$ cat config.mk
export PLATFORM = sky130hd
export DESIGN_NAME = sram_async_ctrl
export DESIGN_NICKNAME = d
export VERILOG_FILES = /design/src/rtl/sram_ctrl_pkg.sv /design/src/rtl/sram_cycle_timer.sv /design/src/rtl/sram_rd_capture.sv /design/src/rtl/sram_async_ctrl.sv
export SDC_FILE = /design/constraint.sdc
export NUM_CORES = 1
export LEC_CHECK = 0
export ABC_AREA = 1
export BUFFER_PORTS_ARGS = -buffer_cell sky130_fd_sc_hd__buf_2
export CORE_UTILIZATION = 45
export CTS_BUF_LIST = sky130_fd_sc_hd__clkbuf_8
export DETAILED_ROUTE_END_ITERATION = 7
export HOLD_SLACK_MARGIN = 0.03
export PLACE_DENSITY_LB_ADDON = 0.12
export SYNTH_ARGS = -nofsm -noshare
export SYNTH_HDL_FRONTEND = slang
export SYNTH_SLANG_ARGS = --single-unit
$ cat constraint.sdc
create_clock -name clk -period 1.89 [get_ports clk]
set_input_delay 0.4725 -clock clk [delete_from_list [all_inputs] [get_ports clk]]
set_output_delay 0.4725 -clock clk [all_outputs]
set_load 0.02 [all_outputs]
$ cat src/rtl/sram_ctrl_pkg.sv
package sram_ctrl_pkg;

    typedef enum logic [2:0] {
        ST_IDLE,
        ST_RD_ACCESS,
        ST_RD_RELEASE,
        ST_WR_SETUP,
        ST_WR_PULSE,
        ST_WR_HOLD
    } sram_state_e;

    // whole cycles covering t_ps, never fewer than one
    function automatic int unsigned span_cycles(input int unsigned t_ps,
                                                input int unsigned clk_ps);
        int unsigned c;
        c = (t_ps + clk_ps - 1) / clk_ps;
        return (c < 1) ? 1 : c;
    endfunction

    function automatic int unsigned max2(input int unsigned a, input int unsigned b);
        return (a > b) ? a : b;
    endfunction

endpackage

$ cat src/rtl/sram_cycle_timer.sv
module sram_cycle_timer #(
    parameter int CNT_W = 4
) (
    input  logic             clk,
    input  logic             rst_n,
    input  logic             load,
    input  logic [CNT_W-1:0] load_val,
    output logic             last
);
    logic [CNT_W-1:0] cnt;

    always_ff @(posedge clk) begin
        if (!rst_n) begin
            cnt <= '0;
        end else if (load) begin
            cnt <= load_val - 1'b1;
        end else if (cnt != '0) begin
            cnt <= cnt - 1'b1;
        end
    end

    assign last = (cnt == '0);

    // a loaded count runs down one per cycle and never wraps
    AST_TMR_NO_WRAP: assert property (@(posedge clk) disable iff (!rst_n)
        (!load && last) |=> last);
    AST_TMR_LOAD_NONZERO: assert property (@(posedge clk) disable iff (!rst_n)
        load |-> (load_val != '0));
endmodule

$ cat src/rtl/sram_rd_capture.sv
module sram_rd_capture #(
    parameter int DATA_W = 8
) (
    input  logic              clk,
    input  logic              rst_n,
    input  logic              capture,
    input  logic [DATA_W-1:0] bus_in,
    output logic              rvalid,
    output logic [DATA_W-1:0] rdata
);
    always_ff @(posedge clk) begin
        if (!rst_n) begin
            rvalid <= 1'b0;
            rdata  <= '0;
        end else begin
            rvalid <= capture;
            if (capture) begin
                rdata <= bus_in;
            end
        end
    end

    AST_RSP_SINGLE_PULSE: assert property (@(posedge clk) disable iff (!rst_n)
        rvalid |=> !rvalid);
    AST_RSP_DATA_HELD: assert property (@(posedge clk) disable iff (!rst_n)
        !capture |=> $stable(rdata));
endmodule

$ cat src/rtl/sram_async_ctrl.sv
module sram_async_ctrl
    import sram_ctrl_pkg::*;
#(
    parameter int ADDR_W           = 17,
    parameter int DATA_W           = 8,
    parameter int CLK_PERIOD_PS    = 8000,
    parameter int T_ACCESS_PS      = 12000,
    parameter int T_OE_ACCESS_PS   = 6000,
    parameter int T_CYCLE_PS       = 12000,
    parameter int T_WE_PULSE_PS    = 8000,
    parameter int T_ADDR_TO_END_PS = 10000,
    parameter int T_DATA_SETUP_PS  = 7000,
    parameter int T_RELEASE_PS     = 5000
) (
    input  logic              clk,
    input  logic              rst_n,
    input  logic              req_valid,
    output logic              req_ready,
    input  logic [ADDR_W-1:0] req_addr,
    input  logic              req_write,
    input  logic [DATA_W-1:0] req_wdata,
    output logic              rsp_valid,
    output logic [DATA_W-1:0] rsp_rdata,
    output logic [ADDR_W-1:0] sram_addr,
    output logic              sram_cs_n,
    output logic              sram_cs,
    output logic              sram_we_n,
    output logic              sram_oe_n,
    output logic [DATA_W-1:0] sram_dq_out,
    output logic              sram_dq_oe,
    input  logic [DATA_W-1:0] sram_dq_in
);
    // phase lengths in cycles
    localparam int RD_CYC   = int'(max2(max2(span_cycles(T_ACCESS_PS, CLK_PERIOD_PS),
                                              span_cycles(T_OE_ACCESS_PS, CLK_PERIOD_PS)),
                                         span_cycles(T_CYCLE_PS, CLK_PERIOD_PS)));
    // setup cycle adds one to address-to-end and data-to-end windows
    localparam int WP_CYC   = int'(max2(span_cycles(T_WE_PULSE_PS, CLK_PERIOD_PS),
                                   max2(span_cycles(T_ADDR_TO_END_PS, CLK_PERIOD_PS) - 1,
                                        span_cycles(T_DATA_SETUP_PS, CLK_PERIOD_PS) - 1)));
    localparam int TURN_CYC = int'(span_cycles(T_RELEASE_PS, CLK_PERIOD_PS));
    localparam int MAX_CYC  = int'(max2(max2(RD_CYC, WP_CYC), TURN_CYC));
    localparam int CNT_W    = $clog2(MAX_CYC + 1) + 1;

    sram_state_e state_q, state_d;

    logic              tmr_load;
    logic [CNT_W-1:0]  tmr_val;
    logic              tmr_last;
    logic              cap_fire;
    logic              accept;

    logic [ADDR_W-1:0] addr_q;
    logic [DATA_W-1:0] wdata_q;

    assign req_ready = (state_q == ST_IDLE);
    assign accept    = req_valid && req_ready;

    sram_cycle_timer #(.CNT_W(CNT_W)) u_timer (
        .clk      (clk),
        .rst_n    (rst_n),
        .load     (tmr_load),
        .load_val (tmr_val),
        .last     (tmr_last)
    );

    sram_rd_capture #(.DATA_W(DATA_W)) u_capture (
        .clk     (clk),
        .rst_n   (rst_n),
        .capture (cap_fire),
        .bus_in  (sram_dq_in),
        .rvalid  (rsp_valid),
        .rdata   (rsp_rdata)
    );

    // next state and timer loads
    always_comb begin
        state_d  = state_q;
        tmr_load = 1'b0;
        tmr_val  = '0;
        cap_fire = 1'b0;
        unique case (state_q)
            ST_IDLE: begin
                if (accept) begin
                    if (req_write) begin
                        state_d = ST_WR_SETUP;
                    end else begin
                        state_d  = ST_RD_ACCESS;
                        tmr_load = 1'b1;
                        tmr_val  = CNT_W'(RD_CYC);
                    end
                end
            end
            ST_RD_ACCESS: begin
                if (tmr_last) begin
                    state_d  = ST_RD_RELEASE;
                    cap_fire = 1'b1;
                    tmr_load = 1'b1;
                    tmr_val  = CNT_W'(TURN_CYC);
                end
            end
            ST_RD_RELEASE: begin
                if (tmr_last) begin
                    state_d = ST_IDLE;
                end
            end
            ST_WR_SETUP: begin
                state_d  = ST_WR_PULSE;
                tmr_load = 1'b1;
                tmr_val  = CNT_W'(WP_CYC);
            end
            ST_WR_PULSE: begin
                if (tmr_last) begin
                    state_d = ST_WR_HOLD;
                end
            end
            ST_WR_HOLD: begin
                state_d = ST_IDLE;
            end
            default: begin
                state_d = ST_IDLE;
            end
        endcase
    end

    // state register and request latch
    always_ff @(posedge clk) begin
        if (!rst_n) begin
            state_q <= ST_IDLE;
            addr_q  <= '0;
            wdata_q <= '0;
        end else begin
            state_q <= state_d;
            if (accept) begin
                addr_q  <= req_addr;
                wdata_q <= req_wdata;
            end
        end
    end

    assign sram_addr   = addr_q;
    assign sram_dq_out = wdata_q;

    // registered pin levels, decoded from the next state
    always_ff @(posedge clk) begin
        if (!rst_n) begin
            sram_cs_n  <= 1'b1;
            sram_cs    <= 1'b0;
            sram_we_n  <= 1'b1;
            sram_oe_n  <= 1'b1;
            sram_dq_oe <= 1'b0;
        end else begin
            sram_cs_n  <= 1'b1;
            sram_cs    <= 1'b0;
            sram_we_n  <= 1'b1;
            sram_oe_n  <= 1'b1;
            sram_dq_oe <= 1'b0;
            unique case (state_d)
                ST_IDLE, ST_RD_RELEASE: begin
                end
                ST_RD_ACCESS: begin
                    sram_cs_n <= 1'b0;
                    sram_cs   <= 1'b1;
                    sram_oe_n <= 1'b0;
                end
                ST_WR_SETUP, ST_WR_HOLD: begin
                    sram_cs_n  <= 1'b0;
                    sram_cs    <= 1'b1;
                    sram_dq_oe <= 1'b1;
                end
                ST_WR_PULSE: begin
                    sram_cs_n  <= 1'b0;
                    sram_cs    <= 1'b1;
                    sram_we_n  <= 1'b0;
                    sram_dq_oe <= 1'b1;
                end
                default: begin
                end
            endcase
        end
    end

    AST_STANDBY_WHEN_IDLE: assert property (@(posedge clk) disable iff (!rst_n)
        req_ready |-> (sram_cs_n && !sram_cs));
    AST_STROBE_SELECTED: assert property (@(posedge clk) disable iff (!rst_n)
        !sram_we_n |-> (!sram_cs_n && sram_cs && sram_oe_n && sram_dq_oe));
    AST_ADDR_STABLE_SELECTED: assert property (@(posedge clk) disable iff (!rst_n)
        (!sram_cs_n && $past(!sram_cs_n)) |-> $stable(sram_addr));
    AST_DATA_STABLE_DRIVEN: assert property (@(posedge clk) disable iff (!rst_n)
        (sram_dq_oe && $past(sram_dq_oe)) |-> $stable(sram_dq_out));
    AST_NO_DRIVE_WITH_OE: assert property (@(posedge clk) disable iff (!rst_n)
        sram_dq_oe |-> sram_oe_n);
    AST_RELEASE_BEFORE_DRIVE: assert property (@(posedge clk) disable iff (!rst_n)
        $past(!sram_oe_n) |-> !sram_dq_oe);
    AST_BUSY_NOT_READY: assert property (@(posedge clk) disable iff (!rst_n)
        (!sram_cs_n) |-> !req_ready);
endmodule

==> results.py <==
metrics = {
    "setup_path": {
        "crit_chain": "inv_1, nand4_1, inv_1, o21ai_0, inv_1, ha_1, inv_1, nand4_1, a21oi_1",
        "worstPathRequired_ps": 2120,
        "worstSetupPathType": "reg2reg",
        "slowest_delay_ps": 420,
        "cpMaxStageDelayCell": "dfxtp_1",
        "path_max_fanout": 4,
        "crit_arrival_ps": 1820,
        "startpoint_type": "flop",
        "ff2ff_setup_slack_ps": 300,
        "reg2reg_to": "u_timer.cnt[2]$_SDFFE_PN0P_",
        "r2r_start": "state_q[2]$_SDFF_PN0_",
        "r2r_cells": 9,
        "crit_family": "flip-flops",
        "cpMostUsedCell": "inv_1",
        "cp-end-kind": "flop",
        "crit_buf_inv": 4,
    },
    "yosys": {
        "synth-seq-area-share": 0.535,
        "syn_inst": 212,
        "synth_top_area_cell": "dfxtp_1",
        "synth_cell_types": 20,
        "syn-cell-area_um2": 1680,
        "syn_avg_cell_area_um2": 7.94,
        "yosysWarnings": 0,
        "synth_top_area_frac": 0.535,
        "syn-num-nets": 250,
        "ys_ff_latch": 45,
        "synth_area_leaders": "dfxtp_1 (54%), nand2_1 (14%), a21oi_1 (7.7%)",
    },
    "job": {
        "cap_violations": 0,
    },
    "placement": {
        "place_hpwl_mm": 2.48,
        "port_buffers": 76,
        "place_congestion": 0.862,
        "dp_cells": 328,
    },
    "clocking": {
        "ctsHoldBuffers": 0,
        "clk_pin_slew_worst_paths_ps": 80,
        "postCtsSetupBuffers": 0,
        "cts_num_sinks": 45,
        "clock-root-buffer": "clkbuf_8",
        "cts_tree": "built",
        "h-tree-depth": 2,
        "insertion_delay_ps": 290,
        "numCtsBuffers": 5,
        "cts_max_path_buffers": 2,
        "postCtsResizedCells": 0,
    },
    "power": {
        "sw_frac_of_total": 0.356,
        "power_density_nw_per_um2": 1330,
        "p_leak_nw": 1.11,
        "power.share.sequential": 0.419,
        "p_clk_frac": 0.255,
        "p_switching_mw": 1.03,
        "p_comb_frac": 0.326,
        "vdd_drop_max_mv": 0.709,
        "p_int_mw": 1.87,
    },
    "worst_hold_path": {
        "hold_path_end": "u_capture.rdata[2]$_SDFFE_PN0P_",
        "holdPathStages": 3,
        "hold_class": "in2reg",
        "min_from": "sram_dq_in[2]",
    },
    "drt": {
        "drt_pass1_iterations": 4,
        "ant_nets": 0,
        "wl_met3_um": 216,
        "drt-wirelength-per-cell_um": 10.5,
        "drt-met1-wl_mm": 1.70,
        "vias_per_cell": 4.65,
        "num_vias": 1561,
        "wl_mm": 3.53,
        "topRoutingLayerUsed": "met4",
        "met2WireLength_mm": 1.57,
        "drtIter0Drc": 77,
        "route.detailed.drc": 0,
    },
    "sta": {
        "hold_viol": 0,
        "max_slew_margin": 0.777,
        "max_freq_ghz": 0.627,
        "finalMaxSlewViolations": 0,
        "fin_crit_sh": 0.844,
        "min_period_ps": 1590,
        "worst_pin_slew_ps": 335,
        "tns_ps": 0,
        "rsz0062_at_grt": "false",
        "finClkSkew_ps": 5.21,
        "finalSetupViolCount": 0,
    },
    "final_layout": {
        "fin_nets": 327,
        "final_common_cell": "buf_2",
        "instances_no_fill": 336,
        "final_cell_mix": "buf_2 (76), nand2_1 (61), dfxtp_1 (45), nor2_1 (27), a21oi_1 (26)",
        "diodes": 0,
        "nFillCells": 326,
        "drive_gt1_frac": 0.334,
        "areaGrowthSynthToFinish_pct": 30.0,
    },
    "grt": {
        "grt_pass1_vias": 1384,
        "grt-ovfl-total": 0,
        "grt_util_all_layers": 0.189,
        "grt_pass1_wl_mm": 5.90,
        "antenna_found_initial": 0,
        "grt_max_degree": 27,
    },
    "die": {
        "die_h_um": 63.2,
        "design.die.area_um2": 3990,
        "io_pins": 77,
        "row_count": 21,
        "die_x_um": 63.2,
        "initial_core_util": 0.485,
        "core_um2": 3470,
    },
    "outcome": {
        "outcome": "finished clean",
    },
}
worst max path at each step:
stage | start | end | slack (ps) | depth (start not counted)
6_report | state_q[2]$_SDFF_PN0_ | u_timer.cnt[2]$_SDFFE_PN0P_ | 300 | 9
5_1_grt | state_q[0]$_SDFF_PN0_ | u_timer.cnt[2]$_SDFFE_PN0P_ | 80 | 9
4_1_cts | state_q[2]$_SDFF_PN0_ | u_timer.cnt[2]$_SDFFE_PN0P_ | 290 | 9
3_5_place_dp | req_valid | u_timer.cnt[2]$_SDFFE_PN0P_ | 240 | 9
3_3_place_gp | req_valid | u_timer.cnt[2]$_SDFFE_PN0P_ | 290 | 9
2_1_floorplan | state_q[2]$_SDFF_PN0_ | u_timer.cnt[2]$_SDFFE_PN0P_ | 440 | 9
layout make-up:
type	instances	area [um2]	share of cell area
clock buffers	6	82.6	0.0377
clock inverters	2	37.5	0.0172
inverters	17	67.6	0.0309
multi-input cells	142	647	0.296
flip-flops and latches	45	901	0.412
well taps	46	57.6	0.0263
repair buffers	78	395	0.181
layer usage:
metal  up-vias  GRT usage
met5         -          0
met4         0     0.0610
met3         5     0.0598
met2        59      0.294
met1       675      0.245
li1        822          -
through the flow:
stage / worst slack, ps / area (um2) / hold WS [ps] / power [mW] / utilization
after floorplan: 439 / 1680 / 485 / 1.95 / -
after global placement: 290 / 2070 / 449 / 2.18 / 0.596
after detailed placement: 243 / 2070 / 453 / 2.19 / 0.596
after CTS: 287 / 2190 / 396 / 2.93 / 0.631
after global routing: 80.6 / 2190 / 399 / 3.10 / 0.631
final: 295 / 2190 / 400 / 2.90 / 0.631
registers in the layout, indices dropped and copies added, names as in the netlist:
| signal | flops |
|---|---|
| sram_addr | 17 |
| sram_cs | 1 |
| sram_cs_n | 1 |
| sram_dq_oe | 1 |
| sram_dq_out | 8 |
| sram_oe_n | 1 |
| sram_we_n | 1 |
| state_q | 3 |
| u_capture.rdata | 8 |
| u_capture.rvalid | 1 |
| u_timer.cnt | 3 |
worst min-delay path: cells and delay by family:
kind	cells	cell delay, ps
buffers and inverters	1	80
and+or+nand+nor	2	110
power groups by stage:
stage / logic [mW] / clock network, mW / registers, mW
final: 0.947 / 0.739 / 1.22
after global routing: 1.06 / 0.803 / 1.24
after CTS: 0.957 / 0.754 / 1.22
after detailed placement: 0.958 / 0 / 1.24
after global placement: 0.947 / 0 / 1.23
after floorplan: 0.538 / 0 / 1.41
kinds of logic after synthesis:
| logic type | Yosys count | share of synthesized area |
|---|---|---|
| fa+ha+maj | 1 | 0.00743 |
| simple gates | 105 | 0.268 |
| flops | 45 | 0.535 |
| buf+inv | 25 | 0.0803 |
| compound gates | 36 | 0.109 |
synthesized netlist by cell type (all sizes together):
library cell / instances
nand3: 9
dfxtp: 45
buf: 5
clkinv: 2
nor3: 1
nand4: 2
o21ai: 9
inv: 15
nand2: 63
nor2: 30
clkbuf: 3
ha: 1
a21oi: 27
(Power assumes the default switching activity.)
